<file path="src/rtl/erc_pkg.sv">
package erc_pkg;
  typedef enum logic [1:0] {
    PULSE_NONE = 2'd0,
    PULSE_SET  = 2'd1,
    PULSE_CLR  = 2'd2
  } pulse_kind_e;
endpackage

</file>
<file path="src/rtl/erc_sync.sv">
module erc_sync #(
  parameter int STAGES = 2
) (
  input  logic clk,
  input  logic rst_n,
  input  logic d,
  output logic q
);
  logic [STAGES-1:0] chain_q, chain_d;

  always_comb begin
    chain_d[0] = d;
    for (int i = 1; i < STAGES; i++) chain_d[i] = chain_q[i-1];
  end

  always_ff @(posedge clk or negedge rst_n) begin
    if (!rst_n) chain_q <= '0;
    else        chain_q <= chain_d;
  end

  assign q = chain_q[STAGES-1];
endmodule

</file>
<file path="src/rtl/erc_edge_detect.sv">
module erc_edge_detect (
  input  logic clk,
  input  logic rst_n,
  input  logic level,
  output logic rise,
  output logic fall
);
  logic prev_q, prev_d;

  assign prev_d = level;

  always_ff @(posedge clk or negedge rst_n) begin
    if (!rst_n) prev_q <= 1'b0;
    else        prev_q <= prev_d;
  end

  assign rise = level & ~prev_q;
  assign fall = ~level & prev_q;
endmodule

</file>
<file path="src/rtl/erc_idle_timer.sv">
module erc_idle_timer #(
  parameter int PERIOD = 100
) (
  input  logic clk,
  input  logic rst_n,
  input  logic en,
  input  logic restart,
  output logic tick
);
  localparam int CW = (PERIOD > 1) ? $clog2(PERIOD) : 1;
  localparam logic [CW-1:0] LAST = CW'(PERIOD - 1);

  logic [CW-1:0] cnt_q, cnt_d;

  assign tick = en & ~restart & (cnt_q == LAST);

  always_comb begin
    cnt_d = cnt_q;
    if (!en)                  cnt_d = '0;
    else if (restart || tick) cnt_d = '0;
    else                      cnt_d = cnt_q + 1'b1;
  end

  always_ff @(posedge clk or negedge rst_n) begin
    if (!rst_n) cnt_q <= '0;
    else        cnt_q <= cnt_d;
  end


  cnt_in_range_chk: assert property (@(posedge clk) disable iff (!rst_n)
    cnt_q <= LAST);


  wrap_after_tick_chk: assert property (@(posedge clk) disable iff (!rst_n)
    tick |=> (cnt_q == '0));


  count_up_chk: assert property (@(posedge clk) disable iff (!rst_n)
    (en && !restart && !tick) |=> (cnt_q == $past(cnt_q) + 1'b1));
endmodule

</file>
<file path="src/rtl/edge_refresh_encoder.sv">
module edge_refresh_encoder
  import erc_pkg::*;
#(
  parameter int REFRESH_CYCLES = 100,
  parameter int SYNC_STAGES    = 2
) (
  input  logic clk,
  input  logic rst_n,
  input  logic enable_i,
  input  logic data_i,
  output logic link_set_o,
  output logic link_clr_o
);
  logic rst_meta_q, rst_sync_n;

  always_ff @(posedge clk or negedge rst_n) begin
    if (!rst_n) begin
      rst_meta_q <= 1'b0;
      rst_sync_n <= 1'b0;
    end else begin
      rst_meta_q <= 1'b1;
      rst_sync_n <= rst_meta_q;
    end
  end

  logic level, rise, fall, edge_seen, tick;

  erc_sync #(.STAGES(SYNC_STAGES)) u_sync (
    .clk(clk), .rst_n(rst_sync_n), .d(data_i), .q(level)
  );

  erc_edge_detect u_edge (
    .clk(clk), .rst_n(rst_sync_n), .level(level), .rise(rise), .fall(fall)
  );

  assign edge_seen = rise | fall;

  erc_idle_timer #(.PERIOD(REFRESH_CYCLES)) u_timer (
    .clk(clk), .rst_n(rst_sync_n), .en(enable_i), .restart(edge_seen), .tick(tick)
  );

  pulse_kind_e kind;
  logic set_d, clr_d, set_q, clr_q;

  always_comb begin
    kind = PULSE_NONE;
    if (enable_i) begin
      if (rise)      kind = PULSE_SET;
      else if (fall) kind = PULSE_CLR;
      else if (tick) kind = level ? PULSE_SET : PULSE_CLR;
    end
    set_d = (kind == PULSE_SET);
    clr_d = (kind == PULSE_CLR);
  end

  always_ff @(posedge clk or negedge rst_sync_n) begin
    if (!rst_sync_n) begin
      set_q <= 1'b0;
      clr_q <= 1'b0;
    end else begin
      set_q <= set_d;
      clr_q <= clr_d;
    end
  end

  assign link_set_o = set_q;
  assign link_clr_o = clr_q;


  set_clr_excl_chk: assert property (@(posedge clk) disable iff (!rst_sync_n)
    !(link_set_o && link_clr_o));


  quiet_when_off_chk: assert property (@(posedge clk) disable iff (!rst_sync_n)
    !enable_i |=> (!link_set_o && !link_clr_o));


  rise_to_set_chk: assert property (@(posedge clk) disable iff (!rst_sync_n)
    (enable_i && rise) |=> link_set_o);


  fall_to_clr_chk: assert property (@(posedge clk) disable iff (!rst_sync_n)
    (enable_i && fall) |=> link_clr_o);


  refresh_high_chk: assert property (@(posedge clk) disable iff (!rst_sync_n)
    (tick && level) |=> link_set_o);


  refresh_low_chk: assert property (@(posedge clk) disable iff (!rst_sync_n)
    (tick && !level) |=> link_clr_o);


  set_single_cycle_chk: assert property (@(posedge clk) disable iff (!rst_sync_n)
    link_set_o |=> !link_set_o);
endmodule

</file>
<file path="config.mk">
export PLATFORM = sky130hd
export DESIGN_NAME = edge_refresh_encoder
export DESIGN_NICKNAME = d
export VERILOG_FILES = /design/src/rtl/erc_pkg.sv /design/src/rtl/erc_sync.sv /design/src/rtl/erc_edge_detect.sv /design/src/rtl/erc_idle_timer.sv /design/src/rtl/edge_refresh_encoder.sv
export SDC_FILE = /design/constraint.sdc
export NUM_CORES = 1
export LEC_CHECK = 0
export ABC_AREA = 0
export CAP_MARGIN = 20
export CORE_AREA = 10 10 47 49
export DETAILED_ROUTE_END_ITERATION = 16
export DIE_AREA = 0 0 57 59
export PLACE_DENSITY = 0.7
export SYNTH_ARGS = -nofsm -noshare
export SYNTH_HDL_FRONTEND = slang
export SYNTH_HIERARCHICAL = 1
export SYNTH_SLANG_ARGS = --single-unit
</file>
<file path="constraint.sdc">
create_clock -name clk -period 1.3 [get_ports clk]
set_clock_uncertainty 0.15 [all_clocks]
set_input_delay 0.26 -clock clk [delete_from_list [all_inputs] [get_ports clk]]
set_output_delay 0.26 -clock clk [all_outputs]
set_load 0.02 [all_outputs]
</file>
==> impl_summary.md <==
Synth
In this run the cell area of the synthesized design comes to 588 sq um. The count of warnings emitted by yosys is 6. In this run the mean area of a mapped cell was 11.5 sq um.

Summing the sequential cell areas from Yosys gives 59.6% of the chip area. The netlist uses 25 different library cells. The number of flip-flops and latches in the synthesized netlist is 14. The number of nets in the synthesized netlist is 56. Synthesis handed over a netlist of 51 instances.

Power
The analysis attributes to cell leakage a power of 0.405 nW. The worst vdd rail ir drop is between 700 and 800 uV. The power density over the cells is around 990 mW/mm^2.

The total power after layout is 877 uW.

Detailed routing
The final layout contains routed wiring with a total length of 1.20 mm. After detailed routing, the number of vias per cell comes to 5.00. The routed layout has between 400 and 500 vias. After detailed routing, the number of remaining DRC violations is 0. In this run, the number of DRC markers left after iteration 0 of detailed routing was 3. The detail route stage leaves a number of antenna-violating nets equal to 0.

For this run, the detailed router's first-pass iteration total came to 4. After detailed routing, the average wire length per cell comes to between 10 and 15 um.

Global route
The first-pass GRT wire length is about 1.8 mm. The via count of the first global-routing pass is 453. The overall track demand over capacity in global routing is ~7.0%.

For this run the aggregate overflow at the end of global routing stands at 0. The number of antenna violations at the first check in global routing is 0. The maximum number of pins on one net before global-route repair is 13.

Clocking
The clock net in this run drives a total of 14 sinks. The depth of the CTS H-tree is 1. The number of clock buffers added by TritonCTS is 3. The clock tree buffer depth is 2.

The clock root buffer is sky130_fd_sc_hd__clkbuf_4. The CTS tree is built. After clock tree synthesis, the clock-pin slew on the worst setup and hold paths is 0.08 ns. The clock reaches the later pin of the worst-skew pair after roughly 0.29 ns.

Worst setup path
The worst setup path is captured at a register. The worst endpoint data arrival time is roughly 1.7 ns. The slowest stage of the critical path belongs to the cell sky130_fd_sc_hd__dfrtp_1. In this run the worst path has a maximum fanout of 2.

The number of cells on the worst reg-to-reg path is 6. The critical path goes through and2b_2 -> or2_4 -> nand2b_4 -> nor3_4 -> nor2b_1 -> o211a_1. In this run the critical register-to-register path is launched from u_edge/prev_q. By startpoint and endpoint, the worst setup path is classified as register to register. At the worst endpoint, the required time is 1.38 ns. The endpoint of the lowest-slack register-to-register path is link_clr_o. Following the worst setup path forward leads to its endpoint at link_clr_o. In this run the register-to-register setup slack is -0.28 ns. STA classifies the critical path startpoint as a register.

In this run the worst setup path begins at u_edge/prev_q. On the worst path, the slowest cell contributes a delay of around 0.38 ns.

Floorplan
For this configuration, the core starts out at a cell density of 42.0%. The die covers 0.00336 sq mm. For this design the top-level I/O count stands at 6. The standard cell core area is 0.00140 sq mm. The horizontal die dimension is 57 um. The standard-cell row count is 14. The die is 59 um tall.

Timing
The max-slew violation count was 0. In the finished design, the share of the clock period the worst path needs comes to 122%. The highest clock frequency the design can meet is 633 MHz. The final setup slack of the worst path is -0.281 ns. The hold violation count in the final report came to 0. Subtracting the final worst setup slack from the clock period gives 1.58 ns. Setup repair after global routing could not meet its margin everywhere.

Setup violations remaining at the end of the flow were counted as 9.

Job
The number of maximum-capacitance violations is 0.

Cells and area
The share of post-route cells with drive strength above 1 is 43.4%. The number of antenna diodes in the final layout is 0. The growth of design area from synthesis to finish is 51.3%. Leaving out fill and tap cells, the most frequent cells in the layout are 14 x sky130_fd_sc_hd__dfrtp_1, 13 x sky130_fd_sc_hd__buf_4. The most common library cell in the layout ignoring fill and taps is sky130_fd_sc_hd__dfrtp_1. At the end of the flow, the number of nets in the layout was 82.

Run status
The run finished, with violations left. The final reports fail on setup timing.

Hold path
The class of the most critical hold timing path is register to async pin.

Placement
The count of input and output buffers is 5. The weighted congestion reported at the end of routability-driven placement is ~0.8. At the placement stage, the worst setup path has a slack of -0.313 ns.
[metal layers]
| metal | part of all wire, % | GRT usage, % |
|---|---|---|
| met5 | 0 | 0 |
| met1 | 44 | 7.52 |
| met4 | 2.2 | 5.03 |
| met3 | 4.5 | 2.79 |
| met2 | 49 | 10.9 |
[per-stage QoR]
| stage | instances | cell area, sq um | util (%) | TNS (ns) | hold slack (ns) |
|---|---|---|---|---|---|
| after global placement | 83 | 756 | 53.9 | -1.81 | 0.0634 |
| final | 92 | 890 | 63.5 | -1.90 | 0.0504 |
| after CTS | 90 | 813 | 58.0 | -1.68 | 0.0703 |
| after floorplan | 51 | 603 | - | -0.848 | -0.186 |
| after detailed placement | 83 | 756 | 53.9 | -2.07 | 0.0616 |
| after global routing | 92 | 890 | 63.5 | -2.64 | 0.0852 |
[synthesized netlist by cell type, drive strengths merged]
library cell  number  area, sq um
nand3              4         25.0
nand2              1         3.75
o21ai              3         18.8
nand4bb            1         11.3
or2                1         6.26
nand2b             2         12.5
nor3               2         10.0
dfrtp             14          350
nor2               5         18.8
nand3b             1         7.51
and2b              1         8.76
nor2b              3         18.8
ha                 1         12.5
a21oi              2         13.8
a41oi              1         8.76
o211a              1         10.0
xnor2              1         8.76
xor2               2         17.5
or3                1         6.26
conb               1         3.75
inv                2         7.51
a21boi             1         7.51
[power by group]
part | switching [mW] | leakage [nW] | internal (mW)
combinational | 0.0370 | 0.202 | 0.0578
sequential | 0.0144 | 0.182 | 0.449
clock | 0.148 | 0.0210 | 0.171
[worst max-delay path: cells and delay by family, from the launching register on]
family	cells	cell delay, ns
AOI/OAI and AO/OA	1	0.16
DFF	1	0.38
and+or+nand+nor	5	0.84
[repair_timing]
item / 4_1_cts / 5_1_grt
cloned: 0 / 0
endpoints found under the setup margin: 11 / 9
buffers inserted: 2 / 2
resized for setup: 10 / 11
pin swaps: 1 / 2
hold buffers: 1 / 0
endpoints found under the hold margin: 2 / 0
[layout make-up]
| type | instances | area, sq um |
|---|---|---|
| inverter | 2 | 7.51 |
| sequential | 14 | 350 |
| fill | 119 | 512 |
| clock buffer | 4 | 36.3 |
| timing repair buffer | 21 | 170 |
| tap | 16 | 20.0 |
| multi-input combinational | 35 | 305 |
[how the worst min path moves through the flow]
stage	startpoint	to	slack [ns]
CTS	rst_sync_n	u_edge/prev_q	0.07
detailed placement	rst_sync_n	u_edge/prev_q	0.06
global route	rst_sync_n	u_edge/prev_q	0.09
global placement	rst_sync_n	u_timer/cnt_q[6]	0.06
finish	rst_sync_n	u_timer/cnt_q[4]	0.05
floorplan	rst_n	rst_meta_q	-0.19
[kinds of logic after synthesis]
group	share of synthesized area, %
buffers and inverters	1.28
flip-flops	59.6
other	0.638
AND/OR/NAND/NOR	21.9
AO/OA/AOI/OAI	10.0
adder cells (fa/ha/maj)	2.13
XOR/XNOR	4.47
[registers in the layout, indices dropped and copies added (netlist names)]
signal          flops
link_set_o          1
u_edge/prev_q       1
u_timer/cnt_q       7
u_sync/chain_q      2
rst_meta_q          1
link_clr_o          1
rst_sync_n          1
No activity file was read; power rests on OpenSTA's default activity.
